[config.mk]
export PLATFORM = sky130hd
export DESIGN_NAME = ctl_link_bridge
export DESIGN_NICKNAME = d
export VERILOG_FILES = /design/src/rtl/clb_pkg.sv /design/src/rtl/clb_sync.sv /design/src/rtl/clb_engine.sv /design/src/rtl/clb_slot.sv /design/src/rtl/ctl_link_bridge.sv
export SDC_FILE = /design/constraint.sdc
export NUM_CORES = 1
export LEC_CHECK = 0
export ABC_AREA = 1
export BUFFER_PORTS_ARGS = -buffer_cell sky130_fd_sc_hd__buf_4
export CELL_PAD_IN_SITES_DETAIL_PLACEMENT = 0
export CELL_PAD_IN_SITES_GLOBAL_PLACEMENT = 1
export CORE_MARGIN = 2
export CORE_UTILIZATION = 45
export CTS_BUF_LIST = sky130_fd_sc_hd__clkbuf_4
export DETAILED_ROUTE_END_ITERATION = 7
export HOLD_SLACK_MARGIN = 0.15
export PLACE_DENSITY_LB_ADDON = 0.1
export SYNTH_ARGS = -nofsm -noshare
export SYNTH_HDL_FRONTEND = slang
export SYNTH_SLANG_ARGS = --single-unit
export TNS_END_PERCENT = 10
[constraint.sdc]
create_clock -name clk -period 5.8 [get_ports clk]
set_clock_uncertainty 0.2 [all_clocks]
set_input_delay 0.29 -clock clk [delete_from_list [all_inputs] [get_ports clk]]
set_output_delay 0.29 -clock clk [all_outputs]
set_load 0.01 [all_outputs]
[src/rtl/clb_pkg.sv]
package clb_pkg;

    localparam int WORD_W   = 16;
    localparam int UNIT_W   = 8;
    localparam int CNT_W    = $clog2(WORD_W) + 1;
    localparam int SET_RDY  = 9;
    localparam int EXT_RDY  = 8;

    typedef enum logic [1:0] {
        MD_EXT   = 2'b00,
        MD_ALLOC = 2'b01,
        MD_SET   = 2'b10,
        MD_STAT  = 2'b11
    } lk_mode_e;

    // Serial engine state
    typedef struct packed {
        logic              en_prev;
        logic              clk_prev;
        logic              active;
        lk_mode_e          mode;
        logic [CNT_W-1:0]  cnt;
        logic [WORD_W-1:0] rx;
        logic [WORD_W-1:0] tx;
    } eng_t;

    // Top-level state
    typedef struct packed {
        logic [WORD_W-1:0] stat;
        logic              ovr;
    } top_t;

    // Wire order: bit k of the transfer maps to word bit 8..15 then 0..7
    function automatic logic [3:0] wire_pos(input logic [3:0] k);
        return {~k[3], k[2:0]};
    endfunction

endpackage

[src/rtl/clb_sync.sv]
module clb_sync #(
    parameter int WIDTH  = 5,
    parameter int STAGES = 2
) (
    input  logic             clk,
    input  logic             rst_n,
    input  logic [WIDTH-1:0] din,
    output logic [WIDTH-1:0] dout
);

    logic [WIDTH-1:0] stg_q [STAGES];
    logic [WIDTH-1:0] stg_d [STAGES];

    always_comb begin
        stg_d[0] = din;
        for (int i = 1; i < STAGES; i++) begin
            stg_d[i] = stg_q[i-1];
        end
    end

    always_ff @(posedge clk or negedge rst_n) begin
        if (!rst_n) begin
            for (int i = 0; i < STAGES; i++) stg_q[i] <= '0;
        end else begin
            for (int i = 0; i < STAGES; i++) stg_q[i] <= stg_d[i];
        end
    end

    assign dout = stg_q[STAGES-1];

endmodule

[src/rtl/clb_engine.sv]
module clb_engine
    import clb_pkg::*;
(
    input  logic              clk,
    input  logic              rst_n,
    input  logic              en_s,
    input  logic              clk_s,
    input  logic [1:0]        mode_s,
    input  logic              dat_s,
    input  logic [WORD_W-1:0] reply_word,
    output logic              wr_set,
    output logic              wr_ext,
    output logic [WORD_W-1:0] wr_word,
    output logic              dat_o,
    output logic              dat_oe
);

    localparam logic [CNT_W-1:0] LAST_WORD = CNT_W'(WORD_W - 1);
    localparam logic [CNT_W-1:0] LAST_UNIT = CNT_W'(UNIT_W - 1);
    localparam logic [CNT_W-1:0] FULL      = CNT_W'(WORD_W);

    eng_t q, d;
    logic en_rise, en_fall, clk_rise;
    logic [3:0] rpos, tpos;

    always_comb begin
        d        = q;
        wr_set   = 1'b0;
        wr_ext   = 1'b0;
        en_rise  = en_s & ~q.en_prev;
        en_fall  = ~en_s & q.en_prev;
        clk_rise = clk_s & ~q.clk_prev;
        rpos     = wire_pos(q.cnt[3:0]);
        d.en_prev  = en_s;
        d.clk_prev = clk_s;

        if (en_rise) begin
            d.active = 1'b1;
            d.mode   = lk_mode_e'(mode_s);
            d.cnt    = '0;
            d.rx     = '0;
            d.tx     = reply_word;
        end else if (en_fall) begin
            d.active = 1'b0;
        end else if (q.active && en_s && clk_rise && (q.cnt < FULL)) begin
            d.cnt = q.cnt + 1'b1;
            if (q.mode == MD_SET || q.mode == MD_EXT) begin
                d.rx[rpos] = dat_s;
            end
            if (q.mode == MD_SET && q.cnt == LAST_WORD) wr_set = 1'b1;
            if (q.mode == MD_EXT && q.cnt == LAST_UNIT) wr_ext = 1'b1;
        end
        wr_word = d.rx;
    end

    always_ff @(posedge clk or negedge rst_n) begin
        if (!rst_n) begin
            q <= '{en_prev: 1'b0, clk_prev: 1'b0, active: 1'b0,
                   mode: MD_EXT, cnt: '0, rx: '0, tx: '0};
        end else begin
            q <= d;
        end
    end

    always_comb begin
        tpos   = wire_pos(q.cnt[3:0]);
        dat_o  = q.tx[tpos];
        dat_oe = q.active & en_s & (q.mode == MD_STAT);
    end

endmodule

[src/rtl/clb_slot.sv]
module clb_slot #(
    parameter int W = 16
) (
    input  logic         clk,
    input  logic         rst_n,
    input  logic         wr,
    input  logic [W-1:0] wr_data,
    input  logic         ack,
    output logic         req,
    output logic [W-1:0] data,
    output logic         rdy,
    output logic         reject
);

    typedef struct packed {
        logic         pend;
        logic [W-1:0] hold;
    } slot_t;

    slot_t q, d;

    always_comb begin
        d      = q;
        reject = 1'b0;
        if (wr) begin
            if (q.pend) begin
                reject = 1'b1;
            end else begin
                d.pend = 1'b1;
                d.hold = wr_data;
            end
        end
        if (ack && q.pend) begin
            d.pend = 1'b0;
        end
    end

    always_ff @(posedge clk or negedge rst_n) begin
        if (!rst_n) q <= '{pend: 1'b0, hold: '0};
        else        q <= d;
    end

    assign req  = q.pend;
    assign data = q.hold;
    assign rdy  = ~q.pend;

endmodule

[src/rtl/ctl_link_bridge.sv]
module ctl_link_bridge
    import clb_pkg::*;
#(
    parameter int SYNC_STAGES = 2
) (
    input  logic              clk,
    input  logic              rst_n,
    input  logic              lk_clk,
    input  logic              lk_en,
    input  logic [1:0]        lk_mode,
    input  logic              lk_dat_i,
    output logic              lk_dat_o,
    output logic              lk_dat_oe,
    input  logic [WORD_W-1:0] sts_in,
    input  logic              sts_load,
    output logic              set_fwd_req,
    output logic [WORD_W-1:0] set_fwd_data,
    input  logic              set_fwd_ack,
    output logic              ext_fwd_req,
    output logic [UNIT_W-1:0] ext_fwd_data,
    input  logic              ext_fwd_ack,
    output logic              host_overrun
);

    localparam int SYNC_W = 5;

    logic [SYNC_W-1:0] raw, synced;
    logic              en_s, clk_s, dat_s;
    logic [1:0]        mode_s;
    logic              wr_set, wr_ext;
    logic [WORD_W-1:0] wr_word, reply_word;
    logic              set_rdy, ext_rdy, rej_set, rej_ext;
    top_t              q, d;

    assign raw = {lk_en, lk_clk, lk_mode, lk_dat_i};

    clb_sync #(.WIDTH(SYNC_W), .STAGES(SYNC_STAGES)) u_sync (
        .clk  (clk),
        .rst_n(rst_n),
        .din  (raw),
        .dout (synced)
    );

    assign {en_s, clk_s, mode_s, dat_s} = synced;

    always_comb begin
        reply_word          = q.stat;
        reply_word[SET_RDY] = set_rdy;
        reply_word[EXT_RDY] = ext_rdy;
    end

    clb_engine u_eng (
        .clk       (clk),
        .rst_n     (rst_n),
        .en_s      (en_s),
        .clk_s     (clk_s),
        .mode_s    (mode_s),
        .dat_s     (dat_s),
        .reply_word(reply_word),
        .wr_set    (wr_set),
        .wr_ext    (wr_ext),
        .wr_word   (wr_word),
        .dat_o     (lk_dat_o),
        .dat_oe    (lk_dat_oe)
    );

    clb_slot #(.W(WORD_W)) u_set (
        .clk    (clk),
        .rst_n  (rst_n),
        .wr     (wr_set),
        .wr_data(wr_word),
        .ack    (set_fwd_ack),
        .req    (set_fwd_req),
        .data   (set_fwd_data),
        .rdy    (set_rdy),
        .reject (rej_set)
    );

    clb_slot #(.W(UNIT_W)) u_ext (
        .clk    (clk),
        .rst_n  (rst_n),
        .wr     (wr_ext),
        .wr_data(wr_word[WORD_W-1:WORD_W-UNIT_W]),
        .ack    (ext_fwd_ack),
        .req    (ext_fwd_req),
        .data   (ext_fwd_data),
        .rdy    (ext_rdy),
        .reject (rej_ext)
    );

    always_comb begin
        d      = q;
        d.stat = sts_load ? sts_in : q.stat;
        d.ovr  = q.ovr | rej_set | rej_ext;
    end

    always_ff @(posedge clk or negedge rst_n) begin
        if (!rst_n) q <= '{stat: '0, ovr: 1'b0};
        else        q <= d;
    end

    assign host_overrun = q.ovr;

endmodule

==> metrics.yaml, run 1 <==
power:
  switchingPower_mw: 0.316
  ir_drop_mv: 0.108
  seqPwrFrac: 0.586
  p_per_area_nw_per_um2: 232
  p_comb_frac: 0.108
  p_leak_nw: 2.61
  power.internal_mw: 0.876
  pwr-share-clk: 0.306
  switching_share: 0.265
setup_path:
  cp_num_buf_inv: 2
  crit_top_cell: "nand2_1"
  cp.arrival_ps: 3020
  critical_path.max_stage_delay_ps: 630
  path_class: "reg2reg"
  required_ps: 5930
  end_kind: "flop"
  path_cells: "ha_1, inv_2, nand3_1, nor2_4, nand2_4, nor2_8, inv_4, nand2_1, nand2_1"
  crit_path_max_fanout: 47
  crit_family: "simple AND/OR/NAND/NOR gates"
  slowest_stage: "inv_2"
  cp-start-kind: "flop"
grt:
  grt.total_usage: 0.187
  grt_overflow: 0
  grt_max_degree: 59
  grt_pass1_wl_microns: 14900
  grt_busiest_layer: "met2"
  grt_pass1_vias: 3095
  use_met1: 0.274
  gr-usage-met3: 0.0302
  antenna_found_initial: 0
  grt_use_met2: 0.286
routing:
  drc_errors: 0
  vias: 3148
  drt_iter0_markers: 143
  viasPerCell: 4.86
  drt.antenna.violating_nets: 0
  wl_per_cell_microns: 13.3
  finalWirelength_microns: 8600
  first_pass_iters: 5
clock_network:
  cts_buffer_depth: 2
  clkTransAtPathRegs_ps: 160
  cts.root.buffer_cell: "clkbuf_4"
  tritoncts: "yes"
  htreeDepth: 3
  cts_buffers: 9
  clock_latency_ps: 440
  clock_sinks: 93
sta:
  fmax_mhz: 345
  fin_ws_ps: 2900
  drv_slew: 0
  tightest_slew_ps: 726
  setup_viol: 0
  hold_viol_final: 0
  relSlewSlack: 0.515
  min_period_ps: 2900
  post-route-period-util: 0.499
  tns_ps: 0
  rsz0062_at_grt: "false"
synth:
  ys_seq_area_frac: 0.566
  synth_area_per_cell_sq_um: 9.30
  syn_nets: 476
  synth_area_sq_um: 4110
  synth_cells: 442
  yosys_warnings: 0
  synth_seq_cells: 93
  synth_cell_types: 32
floorplanning:
  num_rows: 34
  initial_core_util: 0.467
  dieArea_sq_um: 9910
  die_w_microns: 99.6
  core_area_sq_um: 8810
  pin_count: 55
  dieHeight_microns: 99.6
finish:
  fin_nets: 569
  multi_input_area_sq_um: 1520
  synthToLayoutAreaGrowth_pct: 25.1
  final-seq-area_sq_um: 2330
  fillCellCount: 810
  layout-drive-gt1-share: 0.206
  antenna_cells: 0
place:
  place_hpwl_microns: 5400
  place_congestion: 0.744
  place_ws_ps: 2930
  io_buffers: 52
worst_hold_path:
  min_path_type: "reg2reg"
outcome:
  status: "complete, no violations"
run:
  drv_cap: 0
cells in the final DEF, fill, tap and decap left out, types with 3 or more instances in the layout:
cell,instances
o211ai_1,5
nand2_2,10
nor2_4,3
a21oi_1,10
nand3_1,20
dlygate4sd3_1,44
o22ai_1,3
o21ai_0,30
inv_2,4
dfrtp_1,93
mux2_2,7
nand4_1,9
buf_4,53
and3_1,8
ha_1,8
nor2_2,9
clkbuf_4,9
nor2_1,26
nand2_1,131
inv_1,36
registers in the layout (all words and copies together) (netlist names):
name	cells
host_overrun	1
q	14
u_eng.q	42
u_ext.data	8
u_ext.req	1
u_set.data	16
u_set.req	1
u_sync.dout	5
u_sync.stg_d	5
synthesized netlist by cell type:
master,number,share of area
a21oi_1,10,0.012
and3_1,8,0.012
buf_1,1,0.00091
buf_2,4,0.0049
buf_6,5,0.014
clkbuf_1,6,0.0055
clkinv_2,1,0.0012
dfrtp_1,93,0.57
ha_1,8,0.024
inv_1,36,0.033
inv_2,4,0.0037
inv_4,1,0.0015
mux2_2,7,0.019
nand2_1,131,0.12
nand2_2,10,0.015
nand2_4,1,0.0027
nand3_1,20,0.024
nand3_2,2,0.0049
nand3_4,1,0.0043
nand4_1,9,0.014
nor2_1,26,0.024
nor2_2,9,0.014
nor2_4,3,0.0082
nor2_8,2,0.0097
nor3_1,1,0.0012
o211ai_1,5,0.0091
o21ai_0,30,0.037
o21ai_2,1,0.0021
o21bai_1,2,0.0037
o22ai_1,3,0.0046
xnor2_1,1,0.0021
xor2_1,1,0.0021
stage by stage:
stage / hold WS (ps) / area, sq um / utilization / total power [mW] / std cells
global placement: 84.4 / 4540 / 0.516 / 0.807 / 587
global route: 179 / 5140 / 0.584 / 1.25 / 648
finish: 168 / 5140 / 0.584 / 1.19 / 648
floorplan: -206 / 4110 / - / 0.765 / 442
CTS: 171 / 5140 / 0.584 / 1.20 / 648
detailed placement: 90.9 / 4540 / 0.516 / 0.810 / 587
power by group through the flow:
stage | clock network (mW) | registers, mW | logic [mW]
floorplan | 0 | 0.705 | 0.0598
global route | 0.403 | 0.704 | 0.146
CTS | 0.373 | 0.699 | 0.130
global placement | 0 | 0.711 | 0.0958
finish | 0.365 | 0.699 | 0.128
detailed placement | 0 | 0.712 | 0.0985
repair_timing:
item                                   4_1_cts  5_1_grt
gates resized for setup                      0        0
buffers inserted                             0        0
endpoints found under the hold margin       56        0
hold buffers                                45        0
final cells by class:
| class | instances | area share |
|---|---|---|
| tap | 108 | 0.0263 |
| multi-input combinational | 291 | 0.295 |
| sequential | 93 | 0.453 |
| inverter | 42 | 0.0314 |
| timing repair buffer | 98 | 0.167 |
| clock buffer | 9 | 0.0131 |
| clock inverter | 7 | 0.0144 |
routing by layer:
metal / up-vias / part of all wire
met3: 5 / 0.027
met5: - / 0
li1: 1594 / -
met4: 0 / 0.0091
met2: 50 / 0.45
met1: 1499 / 0.51
worst paths after layout:
path                       slack [ps]  cells past startpoint            start              to
min in group asynchronous         570                      3            rst_n            q[7]
min reg2reg                       170                      0  u_sync.stg_d[4]  u_sync.dout[4]
max                              2900                      9   u_sync.dout[4]   u_set.data[1]
max in group asynchronous        3910                      4            rst_n   u_ext.data[3]
max reg2reg                      2900                      9   u_sync.dout[4]   u_set.data[1]
min                               170                      0  u_sync.stg_d[4]  u_sync.dout[4]
logic make-up after synthesis:
kind of cell | count (synthesis) | share of synthesized area
fa+ha+maj | 8 | 0.0244
compound gates | 51 | 0.0682
mux | 7 | 0.0192
xor+xnor | 2 | 0.00426
flops | 93 | 0.566
simple gates | 223 | 0.254
buf+inv | 58 | 0.0642
No activity file was read; power rests on OpenSTA's default activity.
==> run 2, diff against run 1 <==
==> constraint.sdc (replaced) <==
create_clock -name clk -period 2.7 [get_ports clk]
set_clock_uncertainty 0.2 [all_clocks]
set_input_delay 0.135 -clock clk [delete_from_list [all_inputs] [get_ports clk]]
set_output_delay 0.135 -clock clk [all_outputs]
set_load 0.01 [all_outputs]
==> run 2 against run 1 <==
Sequential power increased by 110%. Sequential share of layout area decreased by 0.91 points. Worst setup slack lost 2400 ps. Largest power group unchanged. Worst hold slack worse by 2.8 ps. Cell count is 1.5% higher. Critical path depth is 1 higher. Wire length grew 1.5%.
==> metrics.yaml, run 2 (synthesized netlist as in run 1, its figures left out) <==
outcome:
  status: "complete, no violations"
routing:
  wirelength_met1_microns: 4380
  drc_errors: 0
  drt.antenna.violating_nets: 0
  wl_met2_microns: 4020
  finalWirelength_microns: 8730
  routed.top_layer: "met4"
  drt_iter0_markers: 130
  vias: 3160
  viasPerCell: 4.80
  first_pass_iters: 4
  wl_per_cell_microns: 13.3
  wl_met3_microns: 248
clock_network:
  clock_sinks: 93
  cts.root.buffer_cell: "clkbuf_4"
  cts_resized: 0
  clkTransAtPathRegs_ps: 140
  cts_buffer_depth: 2
  cts_buffers: 9
  tritoncts: "yes"
  htreeDepth: 3
  clock_latency_ps: 430
setup_path:
  path_cells: "nand2_1, nor2_1, ha_1, nand3_1, nor2_4, nand2_4, nor2_8, inv_4, nand2_1, nand2_1"
  slowest_stage: "dfrtp_1"
  cp.arrival_ps: 2300
  required_ps: 2830
  path_class: "reg2reg"
  cp-start-kind: "flop"
  crit_top_cell: "nand2_1"
  crit_path_max_fanout: 17
  critical_path.max_stage_delay_ps: 470
  end_kind: "flop"
finish:
  antenna_cells: 0
  final_area_sq_um: 5250
  mostFrequentLayoutCell: "nand2_1"
  final_cell_mix: "nand2_1 (131), dfrtp_1 (93), buf_4 (57), dlygate4sd3_1 (49), inv_1 (36)"
  final_cell_count_no_fill: 658
  top_register: "u_eng.q"
  layout-drive-gt1-share: 0.211
  fin_nets: 579
  synthToLayoutAreaGrowth_pct: 27.7
  largest_reg_flops: 42
sta:
  min_period_ps: 2170
  fin_ws_ps: 530
  tightest_slew_ps: 556
  post-route-period-util: 0.804
  drv_slew: 0
  setup_viol: 0
  rsz0062_at_grt: "false"
  relSlewSlack: 0.629
  hold_viol_final: 0
  fmax_mhz: 461
  tns_ps: 0
power:
  pwr-share-clk: 0.297
  p_per_area_nw_per_um2: 485
  seqPwrFrac: 0.588
  ir_drop_mv: 0.234
  power.internal_mw: 1.90
  p_comb_frac: 0.115
  p_leak_nw: 2.66
  total_power_mw: 2.55
  switching_share: 0.255
  switchingPower_mw: 0.650
grt:
  grt_overflow: 0
  grt_pass1_vias: 3255
  grt_max_degree: 46
  grt_pass1_wl_microns: 15500
  antenna_found_initial: 0
  grt.total_usage: 0.196
floorplanning:
  die_w_microns: 99.6
  num_rows: 34
  initial_core_util: 0.467
  dieHeight_microns: 99.6
  core_area_sq_um: 8810
  dieArea_sq_um: 9910
  pin_count: 55
place:
  placed_cell_area_sq_um: 4590
  io_buffers: 52
  place_ws_ps: 543
  place_congestion: 0.738
  dp_cells: 592
  place_hpwl_microns: 5530
run:
  drv_cap: 0
worst_hold_path:
  min_path_type: "reg2reg"
==> run 2: cell count changes in the layout (fill, tap and decap cells not counted) <==
cell           before  now
dlygate4sd3_1      44   49
clkinvlp_4          0    1
buf_4              53   57
buf_16              0    1
clkbuf_4            9   10
inv_6               2    0
==> run 2: path summary, 6_finish.rpt <==
kind / start / to / slack [ps] / cells past startpoint
setup / recovery: u_eng.q[34] / u_set.data[1] / 530 / 10
hold / removal: u_sync.stg_d[4] / u_sync.dout[4] / 160 / 0
setup reg to reg: u_eng.q[34] / u_set.data[1] / 530 / 10
hold reg to reg: u_sync.stg_d[4] / u_sync.dout[4] / 160 / 0
max in group asynchronous: rst_n / u_ext.data[3] / 1480 / 4
min in group asynchronous: rst_n / u_eng.q[30] / 600 / 4
==> run 2: repair_timing <==
action,in CTS,in global routing
endpoints found under the hold margin,114,0
setup buffers,0,0
hold buffers,50,0
==> run 2: critical path: cells and delay by family, from the launching register on <==
kind	cells	cell delay (ps)
flops	1	470
simple gates	8	1070
buf+inv	1	160
fa+ha+maj	1	170
==> run 2: routing by layer <==
layer | global-route usage | vias up
li1 | - | 1614
met1 | 0.275 | 1490
met2 | 0.312 | 49
met3 | 0.0422 | 7
met4 | 0.0474 | 0
met5 | 0 | -
==> run 2: stage by stage <==
stage | util | hold WS (ps)
after global placement | 0.521 | -6.40
after detailed placement | 0.521 | -2.13
after floorplan | - | -361
after CTS | 0.596 | 169
after global routing | 0.596 | 182
final | 0.596 | 165
==> run 2: power groups by stage <==
| stage | sequential [mW] | clock [mW] | combinational [mW] |
|---|---|---|---|
| final | 1.50 | 0.757 | 0.292 |
| after global routing | 1.51 | 0.848 | 0.333 |
| after CTS | 1.50 | 0.785 | 0.295 |
| after detailed placement | 1.52 | 0 | 0.222 |
| after global placement | 1.52 | 0 | 0.216 |
| after floorplan | 1.51 | 0 | 0.129 |
==> run 2: layout make-up <==
type	instances	area, sq um
Fill cell	802	3560
Sequential cell	93	2330
Multi-Input combinational cell	291	1520
Timing Repair Buffer	108	966
Inverter	42	161
Tap cell	108	135
Clock buffer	10	75.1
Clock inverter	6	63.8
==> run 3, diff against run 2 <==
--- a/config.mk
+++ b/config.mk
@@ -10,7 +10,7 @@
 export CELL_PAD_IN_SITES_DETAIL_PLACEMENT = 0
 export CELL_PAD_IN_SITES_GLOBAL_PLACEMENT = 1
 export CORE_MARGIN = 2
-export CORE_UTILIZATION = 45
+export CORE_UTILIZATION = 41
 export CTS_BUF_LIST = sky130_fd_sc_hd__clkbuf_4
 export DETAILED_ROUTE_END_ITERATION = 7
 export HOLD_SLACK_MARGIN = 0.15
==> constraint.sdc (replaced) <==
create_clock -name clk -period 1.8 [get_ports clk]
set_clock_uncertainty 0.2 [all_clocks]
set_input_delay 0.09 -clock clk [delete_from_list [all_inputs] [get_ports clk]]
set_output_delay 0.09 -clock clk [all_outputs]
set_load 0.01 [all_outputs]
==> run 3 against run 2 <==
The flow now finishes with violations (setup timing). Worst hold slack better by 1.9 ps. Cell count grew 7.4%. Register-to-register slack lost 750 ps. Critical path depth up 2. Die area increased by 9.4%. Sequential share of layout area fell by 3.0 points. Core utilization shrank 1.9 points. Design area up 7.4%. Total power is 48% higher. Sequential cell count unchanged. Wire length up 5.2%. Largest cell class unchanged. Highest routed layer unchanged.
==> metrics.yaml, run 3 (synthesized netlist as in run 1, its figures left out) <==
routing:
  wl_per_cell_microns: 13.0
  viasPerCell: 4.66
  first_pass_iters: 4
  finalWirelength_microns: 9190
  drt_iter0_markers: 98
  drt.antenna.violating_nets: 0
  drc_errors: 0
  vias: 3296
finish:
  antenna_cells: 0
  final_cell_mix: "nand2_1 (123), dfrtp_1 (91), buf_4 (74), dlygate4sd3_1 (44), inv_1 (32)"
  fin_nets: 604
  synthToLayoutAreaGrowth_pct: 37.1
  layout-drive-gt1-share: 0.308
  largest_reg_flops: 42
  mostFrequentLayoutCell: "nand2_1"
  top_register: "u_eng.q"
  fillCellCount: 903
setup_path:
  end_kind: "flop"
  cp-start-kind: "flop"
  path_class: "reg2reg"
  reg2reg_depth: 12
  crit_path_max_fanout: 8
  cp.arrival_ps: 2190
  required_ps: 1970
floorplanning:
  num_rows: 36
  pin_count: 55
  initial_core_util: 0.421
  die_w_microns: 104
  dieHeight_microns: 104
  dieArea_sq_um: 10800
  core_area_sq_um: 9770
clock_network:
  cts_buffer_depth: 2
  cts_buffers: 9
  cts.root.buffer_cell: "clkbuf_4"
  clock_sinks: 93
  tritoncts: "yes"
  clock_latency_ps: 430
  clkTransAtPathRegs_ps: 150
  htreeDepth: 3
worst_hold_path:
  holdPathStages: 0
  min_path_type: "reg2reg"
place:
  io_buffers: 52
  place_ws_ps: -85.3
  place_hpwl_microns: 5850
  place_congestion: 0.730
sta:
  hold-worst-slack_ps: 167
  tightest_slew_ps: 496
  hold_viol_final: 0
  rsz0062_at_grt: "true"
  relSlewSlack: 0.669
  drv_slew: 0
  setup_viol: 27
  fmax_mhz: 495
  fin_ws_ps: -221
  post-route-period-util: 1.12
  min_period_ps: 2020
run:
  drv_cap: 0
grt:
  grt_max_degree: 47
  grt.total_usage: 0.184
  antenna_found_initial: 0
  grt_overflow: 0
  grt_pass1_vias: 3372
  grt_pass1_wl_microns: 16100
outcome:
  violations: "setup timing"
  status: "finished, violations left"
power:
  p_per_area_nw_per_um2: 667
  total_power_mw: 3.76
  p_leak_nw: 2.79
  ir_drop_mv: 0.502
[run 3: cell types whose count changed in the layout (fill, tap and decap cells not counted), sizes merged]
cell,change
inv,+1
clkbuf,+1
nand3,+1
dlygate4sd3,-5
bufinv,-1
clkinv,-2
buf,+28
clkinvlp,+1
[run 3: worst max-delay path, stage by stage (launching register included)]
cell,delay (ps)
dfrtp_2,470
buf_6,130
ha_4,120
inv_2,30
nor2_2,80
ha_2,180
nand3_2,70
nor2_4,130
nand2_4,70
nor2_8,180
buf_12,140
nand4_1,90
nand2_1,80
[run 3: worst paths after layout]
path | slack (ps) | startpoint | end
worst max-delay path | -220 | u_eng.q[32] | u_set.data[2]
worst min-delay path | 170 | u_sync.stg_d[4] | u_sync.dout[4]
worst max register to register | -220 | u_eng.q[32] | u_set.data[2]
worst min register to register | 170 | u_sync.stg_d[4] | u_sync.dout[4]
max in group asynchronous | 350 | rst_n | q[13]
min in group asynchronous | 480 | rst_n | q[1]
[run 3: final cells by class]
class                   instances  area [sq um]  share of cell area
multi-input cells             292          1630               0.290
well taps                     133           166              0.0295
clock buffers                  10          75.1              0.0133
flip-flops and latches         93          2330               0.413
repair buffers                132          1220               0.217
inverters                      42           173              0.0306
clock inverters                 5          37.5             0.00666
[run 3: per-stage QoR]
step                      TNS, ps  utilization  area, sq um  cells
after floorplan              -850            -         4130    442
after global placement      -1060        0.493         4820    636
after detailed placement    -1130        0.493         4820    636
after CTS                   -3330        0.570         5570    706
after global routing        -7950        0.577         5640    707
final                       -3570        0.577         5640    707
[run 3: per-layer routing]
metal / up-vias / track usage / wire length (microns)
met5: - / 0 / 0
met4: 0 / 0.0550 / 67
met3: 7 / 0.0320 / 312
met2: 50 / 0.301 / 4310
met1: 1574 / 0.252 / 4500
li1: 1665 / - / -
[run 3: repair_timing]
item	in CTS	in global routing
gates cloned	2	1
setup buffers	9	0
endpoints found under the setup margin	36	48
pin swaps	10	14
gates resized for setup	34	15
hold buffers	44	0
endpoints found under the hold margin	114	0
[run 3: report_power, final]
group	internal [mW]	switching [mW]	total [mW]
clock network	0.298	0.705	1.00
logic	0.253	0.248	0.501
registers	2.19	0.0605	2.25
total	2.74	1.01	3.76
